## src/rtl/rmul_pkg.sv

```systemverilog
package rmul_pkg;
  typedef enum logic [1:0] {
    RM_UNS     = 2'b00,
    RM_SEXACT  = 2'b01,
    RM_SAPPROX = 2'b10,
    RM_UNS_ALT = 2'b11
  } rm_mode_e;
endpackage

```

## src/rtl/rmul_negate.sv

```systemverilog
// Conditional negation: exact two's complement or inversion only.
module rmul_negate #(
  parameter int W = 8
) (
  input  logic [W-1:0] din,
  input  logic         neg,
  input  logic         approx,
  output logic [W-1:0] dout
);
  always_comb begin
    if (!neg)        dout = din;
    else if (approx) dout = ~din;
    else             dout = ~din + W'(1);
  end
endmodule

```

## src/rtl/rmul_round.sv

```systemverilog
// Rounds a magnitude to the nearest power of two (one-hot, N+1 bits) and
// encodes the set position as a shift amount.
module rmul_round #(
  parameter int N  = 8,
  parameter int SW = $clog2(N + 1)
) (
  input  logic [N-1:0]  mag,
  output logic [N:0]    rnd,
  output logic [SW-1:0] shamt
);
  logic [N+2:0] pad;
  assign pad = {1'b0, mag, 2'b00};

  always_comb begin
    logic seen, cur, p1, p2, c1, c2;
    seen = 1'b0;
    rnd  = '0;
    for (int i = N; i >= 0; i--) begin
      cur = pad[i+2];
      p1  = pad[i+1];
      p2  = pad[i];
      c1  = cur & ~p1;
      c2  = (i >= 3) & ~cur & p1 & p2;
      if (i == 1) c1 = cur;
      rnd[i] = ~seen & (c1 | c2);
      seen   = seen | cur;
    end
  end

  always_comb begin
    shamt = '0;
    for (int i = 0; i <= N; i++) begin
      if (rnd[i]) shamt = SW'(i);
    end
  end

  always_comb begin
    int mi, ri;
    mi = int'(mag);
    ri = int'(rnd);
    assert_round_onehot_R2: assert ($onehot0(rnd));
    assert_zero_rounds_zero_R3: assert ((mi == 0) == (ri == 0));
    assert_round_bracket_R2: assert (ri == 0 || (4 * mi >= 3 * ri && (2 * mi < 3 * ri || mi == 3)));
  end
endmodule

```

## src/rtl/rmul_shift.sv

```systemverilog
// Logarithmic barrel shifter with a zeroing enable.
module rmul_shift #(
  parameter int IW = 8,
  parameter int OW = 17,
  parameter int SW = 4
) (
  input  logic [IW-1:0] din,
  input  logic [SW-1:0] amt,
  input  logic          en,
  output logic [OW-1:0] dout
);
  logic [OW-1:0] stage [SW+1];

  assign stage[0] = {{(OW-IW){1'b0}}, din};

  for (genvar s = 0; s < SW; s++) begin : g_stage
    assign stage[s+1] = amt[s] ? (stage[s] << (1 << s)) : stage[s];
  end

  assign dout = en ? stage[SW] : '0;
endmodule

```

## src/rtl/rmul_pow2sub.sv

```systemverilog
// Subtracts a value with at most one bit set: bits below it pass, a borrow
// mask runs upward from it across zeros of the minuend.
module rmul_pow2sub #(
  parameter int W  = 17,
  parameter int OW = 16
) (
  input  logic [W-1:0]  minu,
  input  logic [W-1:0]  pow2,
  output logic [OW-1:0] dout
);
  logic [W-1:0] mask;
  logic [W-1:0] diff;

  always_comb begin
    logic run;
    run = 1'b0;
    for (int i = 0; i < W; i++) begin
      run     = run | pow2[i];
      mask[i] = run;
      run     = run & ~minu[i];
    end
  end

  assign diff = minu ^ mask;
  assign dout = diff[OW-1:0];

  always_comb begin
    if ($onehot0(pow2) && minu >= pow2)
      assert_sub_exact_R7: assert (diff + pow2 == minu);
  end
endmodule

```

## src/rtl/rmul_top.sv

```systemverilog
module rmul_top #(
  parameter int N = 8
) (
  input  logic           clk,
  input  logic           rst_n,
  input  logic [1:0]     mode,
  input  logic           valid_in,
  input  logic [N-1:0]   op_a,
  input  logic [N-1:0]   op_b,
  output logic           valid_out,
  output logic [2*N-1:0] product
);
  import rmul_pkg::*;

  localparam int PW = 2 * N;
  localparam int IW = 2 * N + 1;
  localparam int SW = $clog2(N + 1);

  rm_mode_e mode_e;
  logic is_signed, is_approx;
  logic sgn_a, sgn_b, res_neg;
  logic [N-1:0]  mag_a, mag_b;
  logic [N:0]    rnd_a, rnd_b;
  logic [SW-1:0] sh_a, sh_b;
  logic nz_a, nz_b;
  logic [IW-1:0] t_ab, t_ba, t_rr, psum;
  logic [PW-1:0] res_mag, prod_next;
  logic          valid_d, valid_q;
  logic [PW-1:0] prod_d, prod_q;

  assign mode_e    = rm_mode_e'(mode);
  assign is_signed = (mode_e == RM_SEXACT) || (mode_e == RM_SAPPROX);
  assign is_approx = (mode_e == RM_SAPPROX);
  assign sgn_a     = is_signed & op_a[N-1];
  assign sgn_b     = is_signed & op_b[N-1];
  assign res_neg   = sgn_a ^ sgn_b;

  rmul_negate #(.W(N)) u_abs_a (.din(op_a), .neg(sgn_a), .approx(is_approx), .dout(mag_a));
  rmul_negate #(.W(N)) u_abs_b (.din(op_b), .neg(sgn_b), .approx(is_approx), .dout(mag_b));

  rmul_round #(.N(N), .SW(SW)) u_rnd_a (.mag(mag_a), .rnd(rnd_a), .shamt(sh_a));
  rmul_round #(.N(N), .SW(SW)) u_rnd_b (.mag(mag_b), .rnd(rnd_b), .shamt(sh_b));

  assign nz_a = |rnd_a;
  assign nz_b = |rnd_b;

  // Ar*B, Br*A and Ar*Br as shifts
  rmul_shift #(.IW(N),   .OW(IW), .SW(SW)) u_sh_ab (.din(mag_b), .amt(sh_a), .en(nz_a), .dout(t_ab));
  rmul_shift #(.IW(N),   .OW(IW), .SW(SW)) u_sh_ba (.din(mag_a), .amt(sh_b), .en(nz_b), .dout(t_ba));
  rmul_shift #(.IW(N+1), .OW(IW), .SW(SW)) u_sh_rr (.din(rnd_a), .amt(sh_b), .en(nz_b), .dout(t_rr));

  assign psum = t_ab + t_ba;

  rmul_pow2sub #(.W(IW), .OW(PW)) u_sub (.minu(psum), .pow2(t_rr), .dout(res_mag));

  rmul_negate #(.W(PW)) u_sign (.din(res_mag), .neg(res_neg), .approx(is_approx), .dout(prod_next));

  // next state
  always_comb begin
    valid_d = valid_in;
    prod_d  = prod_q;
    if (valid_in) prod_d = prod_next;
  end

  // registers
  always_ff @(posedge clk or negedge rst_n) begin
    if (!rst_n) begin
      valid_q <= 1'b0;
      prod_q  <= '0;
    end else begin
      valid_q <= valid_d;
      prod_q  <= prod_d;
    end
  end

  assign valid_out = valid_q;
  assign product   = prod_q;

  always_comb begin
    if (mag_a != '0 && (mag_a & (mag_a - N'(1))) == '0)
      assert_pow2_exact_R8: assert (res_mag == PW'(mag_a) * PW'(mag_b));
  end

  assert_valid_follows_R10: assert property (@(posedge clk) disable iff (!rst_n)
    valid_in |=> valid_out);
  assert_idle_hold_R10: assert property (@(posedge clk) disable iff (!rst_n)
    !valid_in |=> (!valid_out && $stable(product)));
  assert_sign_neg_R5: assert property (@(posedge clk) disable iff (!rst_n)
    (valid_in && mode_e == RM_SEXACT && res_neg && res_mag != '0) |=> product[PW-1]);
  assert_reset_zero_R11: assert property (@(posedge clk)
    !rst_n |-> (!valid_out && product == '0));
endmodule

```

## config.mk

```make
export PLATFORM = sky130hd
export DESIGN_NAME = rmul_top
export DESIGN_NICKNAME = d
export VERILOG_FILES = /design/src/rtl/rmul_pkg.sv /design/src/rtl/rmul_negate.sv /design/src/rtl/rmul_round.sv /design/src/rtl/rmul_shift.sv /design/src/rtl/rmul_pow2sub.sv /design/src/rtl/rmul_top.sv
export SDC_FILE = /design/constraint.sdc
export NUM_CORES = 1
export LEC_CHECK = 0
export ABC_AREA = 1
export BUFFER_PORTS_ARGS = -buffer_cell sky130_fd_sc_hd__buf_2
export CAP_MARGIN = 0
export CORE_ASPECT_RATIO = 1.4
export CORE_MARGIN = 3
export CORE_UTILIZATION = 55
export CTS_CLUSTER_SIZE = 24
export DETAILED_ROUTE_END_ITERATION = 12
export GPL_ROUTABILITY_DRIVEN = 0
export GPL_TIMING_DRIVEN = 0
export PLACE_DENSITY = 0.78
export SLEW_MARGIN = 20
export SYNTH_ARGS = -nofsm -noshare
export SYNTH_HDL_FRONTEND = slang
export SYNTH_SLANG_ARGS = --single-unit
```

## constraint.sdc

```tcl
create_clock -name clk -period 0.9 [get_ports clk]
set_clock_uncertainty 0.15 [all_clocks]
set_input_delay 0.09 -clock clk [delete_from_list [all_inputs] [get_ports clk]]
set_output_delay 0.09 -clock clk [all_outputs]
set_load 0.01 [all_outputs]
```

==> impl_table.tex <==
\begin{tabular}{lr}
\hline
Metric & Value \\
\hline
\multicolumn{2}{l}{\textbf{Detailed routing}} \\
Drt via density & 5.996 \\
Detailed-router iteration count before antenna repair & 8 \\
Number of vias in the routed layout & 5426 \\
Routed length per instance & 17.31 um \\
Number of design-rule violations left by the first detailed-router iteration & 415 \\
Detailed Route WL & 15.66 mm \\
DRC viols & 0 \\
Post-route antenna net violation count & 0 \\
\multicolumn{2}{l}{\textbf{Floorplan}} \\
Count of pins on the block boundary & 38 \\
Initial Util & 57.93\% \\
Standard-cell row count & 36 \\
Die ar. & 0.008636 mm\^{}2 \\
Die height & 108.8 um \\
Core Area & 0.007162 mm\^{}2 \\
Die outline width & 79.41 um \\
\multicolumn{2}{l}{\textbf{Clocking}} \\
Clock slew at the register clock pins of the worst setup and hold paths & 0.07 ns \\
H-tree levels & 1 \\
Worst-Skew Late Latency & 0.25 ns \\
TritonCTS clock tree & yes \\
Hold bufs inserted after CTS & 1 \\
Sink Count & 17 \\
Number of buffers between clock root and the deepest sink & 2 \\
Master cell of the clock root buffer & sky130\_fd\_sc\_hd\_\_clkbuf\_8 \\
TritonCTS buffer count & 3 \\
\multicolumn{2}{l}{\textbf{Timing}} \\
Final critical delay including setup and external delays & 8.455 ns \\
Fin crit share & 939.5\% \\
Number of setup violations in the final report & 33 \\
Worst-case hold slack & -0.1253 ns \\
Final Hold Violating Endpoints & 4 \\
Summed negative setup slack over all endpoints & -77.95 ns \\
Post-route setup slack & -7.555 ns \\
Final max-slew violation count & 0 \\
Transition time at the pin with the least slew margin & 0.7239 ns \\
Maximum frequency from static timing analysis & 118.3 MHz \\
Worst slew margin & 51.57\% \\
Setup repair after global routing missed its margin & yes \\
\multicolumn{2}{l}{\textbf{Logic synthesis}} \\
Cell variety after synth & 51 \\
Top flip-flop cell by instance count after synthesis & sky130\_fd\_sc\_hd\_\_dfrtp\_1 \\
Cell area after synthesis & 0.004149 mm\^{}2 \\
Post-synthesis area per instance & 6.084 um\^{}2 \\
Number of enable-type register cells in the synthesized netlist & 0 \\
Synth async-reset ratio & 100.0\% \\
Register area share after synthesis & 10.25\% \\
Seq cells post-synth & 17 \\
Synthesized instance count & 682 \\
Number of warnings issued by yosys & 0 \\
Post-Syn Nets & 738 \\
\multicolumn{2}{l}{\textbf{Setup path}} \\
Type of the setup path with the least slack & input pin to flip-flop \\
Biggest fanout along the worst timing path & 6 \\
Setup slack of the most critical reg-to-reg path & -0.06 ns \\
Depth of the most critical reg-to-reg path & 3 \\
Start of the worst register-to-register path & product[2] \\
Critical Path Start & mode[0] \\
Data arrival, critical path & 8.45 ns \\
Nature of the critical path endpoint & flip-flop \\
Worst R2R End & product[2] \\
Biggest cell delay along the critical path & 0.49 ns \\
Data required, critical path & 0.90 ns \\
Category of the worst setup path launch point & input pin \\
Cell type of the slowest stage on the worst timing path & sky130\_fd\_sc\_hd\_\_fa\_1 \\
\multicolumn{2}{l}{\textbf{GRT}} \\
Antenna violations before repair & 0 \\
Number of global-route vias before repair & 4840 \\
Wire length of the first global-routing pass & 21.58 mm \\
Largest net degree at the start of global routing & 18 \\
Total grt overflow & 0 \\
Total global-route track usage & 30.58\% \\
\multicolumn{2}{l}{\textbf{Placement}} \\
DP Area & 0.004579 mm\^{}2 \\
I/O Buffers & 37 \\
HPWL reported at the end of detailed placement & 9.706 mm \\
\multicolumn{2}{l}{\textbf{Power and ir drop}} \\
Total Power & 15.89 mW \\
Static leakage & 2.918 nW \\
Cell area power density & 2735 mW/mm\^{}2 \\
Max IR drop VDD & 2.005 mV \\
\multicolumn{2}{l}{\textbf{Min path}} \\
Hold Path Stages & 1 \\
Terminating pin of the worst hold path & valid\_out \\
Class of the worst hold path & input pin to flip-flop \\
Min-Delay Startpoint & valid\_in \\
\multicolumn{2}{l}{\textbf{Layout}} \\
Antenna Diode Count & 0 \\
Signed area change from the synthesized netlist to the final layout & 39.99\% \\
Post-layout utilization of the core & 81.10\% \\
Nets@finish & 867 \\
Share of post-route cells with drive strength above 1 & 37.28\% \\
Fillers & 472 \\
Final std cell area, no fill & 0.005808 mm\^{}2 \\
\multicolumn{2}{l}{\textbf{Status}} \\
Violated checks & hold timing, setup timing \\
Result of the run & finished with violations \\
\multicolumn{2}{l}{\textbf{Run}} \\
Max Cap Viol & 0 \\
\hline
\end{tabular}
[sequential cells by signal, summed over array words and instances, names as in the netlist]
| register | cells |
|---|---|
| product | 16 |
| valid_out | 1 |
[worst max-delay path by stage]
| stage | slack (ns) | endpoint | cells past startpoint |
|---|---|---|---|
| 2_1_floorplan | -6.99 | product[15] | 60 |
| 3_5_place_dp | -7.94 | product[15] | 59 |
| 6_report | -7.56 | product[15] | 61 |
| 4_1_cts | -7.41 | product[15] | 62 |
| 5_1_grt | -7.94 | product[15] | 57 |
| 3_3_place_gp | -7.76 | product[15] | 59 |
[report_power, final]
| group | internal, mW | total, mW | leakage (nW) | switching, mW |
|---|---|---|---|---|
| logic | 6.05 | 14.1 | 2.68 | 8.01 |
| registers | 1.10 | 1.26 | 0.211 | 0.158 |
| clock network | 0.306 | 0.562 | 0.0255 | 0.256 |
[timing repair]
| action | CTS | global route |
|---|---|---|
| setup buffers | 46 | 40 |
| gates resized for setup | 70 | 53 |
| pin swaps | 40 | 31 |
| endpoints found under the setup margin | 33 | 33 |
| endpoints found under the hold margin | 20 | 3 |
| cloned | 1 | 0 |
[synth_stat cells, drive strengths merged (3+ instances only)]
cell,n,area share (%)
nand3b,5,1.2
clkbuf,6,0.54
nand3,45,7.3
nor3,8,1.2
dfrtp,17,10
a21oi,32,4.0
ha,34,10
o21ai,77,9.8
o22ai,8,1.2
a211o,3,0.63
nand4,9,1.9
a31oi,7,1.1
o211ai,4,0.72
xnor2,6,1.3
nor2,77,9.3
buf,12,2.4
inv,82,7.5
o21bai,7,1.3
xor2,23,4.9
nand2,204,20
[cell type report]
type                    instances  area, um^2  share of cell area, %
flip-flops and latches         17       425.4                  7.324
well taps                      95       118.9                  2.047
clock inverters                 1       5.005                0.08617
repair buffers                124       887.1                  15.27
clock buffers                   3       41.29                 0.7109
inverters                      83       336.6                  5.795
multi-input cells             564        3846                  66.22
plain buffers                  18       147.6                  2.542
[through the flow]
stage / instances / setup slack [ns]
final: 905 / -7.555
after global routing: 905 / -7.936
after CTS: 865 / -7.414
after detailed placement: 814 / -7.937
after global placement: 814 / -7.762
after floorplan: 682 / -6.989
[worst max-delay path: cells and delay by family]
kind	cells	cell delay (ns)
fa+ha+maj	17	3.39
buf+inv	13	1.00
compound gates	14	2.34
simple gates	17	1.61
[cell families after synthesis]
kind of cell | share of synthesized area, %
XOR/XNOR | 6.122
adder cells (fa/ha/maj) | 10.74
flip-flops | 10.25
AO/OA/AOI/OAI | 20.54
buffers and inverters | 10.46
AND/OR/NAND/NOR | 41.89
[per-layer routing]
| layer | vias to the layer above | track usage, % | routed length [um] |
|---|---|---|---|
| met5 | - | 0 | 0 |
| met4 | 0 | 20.52 | 1291 |
| met3 | 124 | 1.736 | 890 |
| met2 | 324 | 57.41 | 7989 |
| met1 | 2449 | 32.31 | 5490 |
| li1 | 2529 | - | - |
[cell usage in the layout, fill, tap and decap left out, types with 10 or more instances in the layout]
cell type / count
sky130_fd_sc_hd__nand3_1: 28
sky130_fd_sc_hd__dfrtp_1: 17
sky130_fd_sc_hd__buf_6: 11
sky130_fd_sc_hd__inv_1: 54
sky130_fd_sc_hd__inv_4: 10
sky130_fd_sc_hd__nand2_1: 165
sky130_fd_sc_hd__xor2_1: 19
sky130_fd_sc_hd__ha_1: 16
sky130_fd_sc_hd__o21ai_0: 26
sky130_fd_sc_hd__o21ai_1: 41
sky130_fd_sc_hd__nand2_4: 15
sky130_fd_sc_hd__nor2_1: 49
sky130_fd_sc_hd__buf_2: 37
sky130_fd_sc_hd__ha_4: 10
sky130_fd_sc_hd__inv_2: 18
sky130_fd_sc_hd__nand2_2: 24
sky130_fd_sc_hd__buf_4: 83
sky130_fd_sc_hd__nor2_4: 16
sky130_fd_sc_hd__a21oi_1: 28
(Power assumes the default switching activity.)
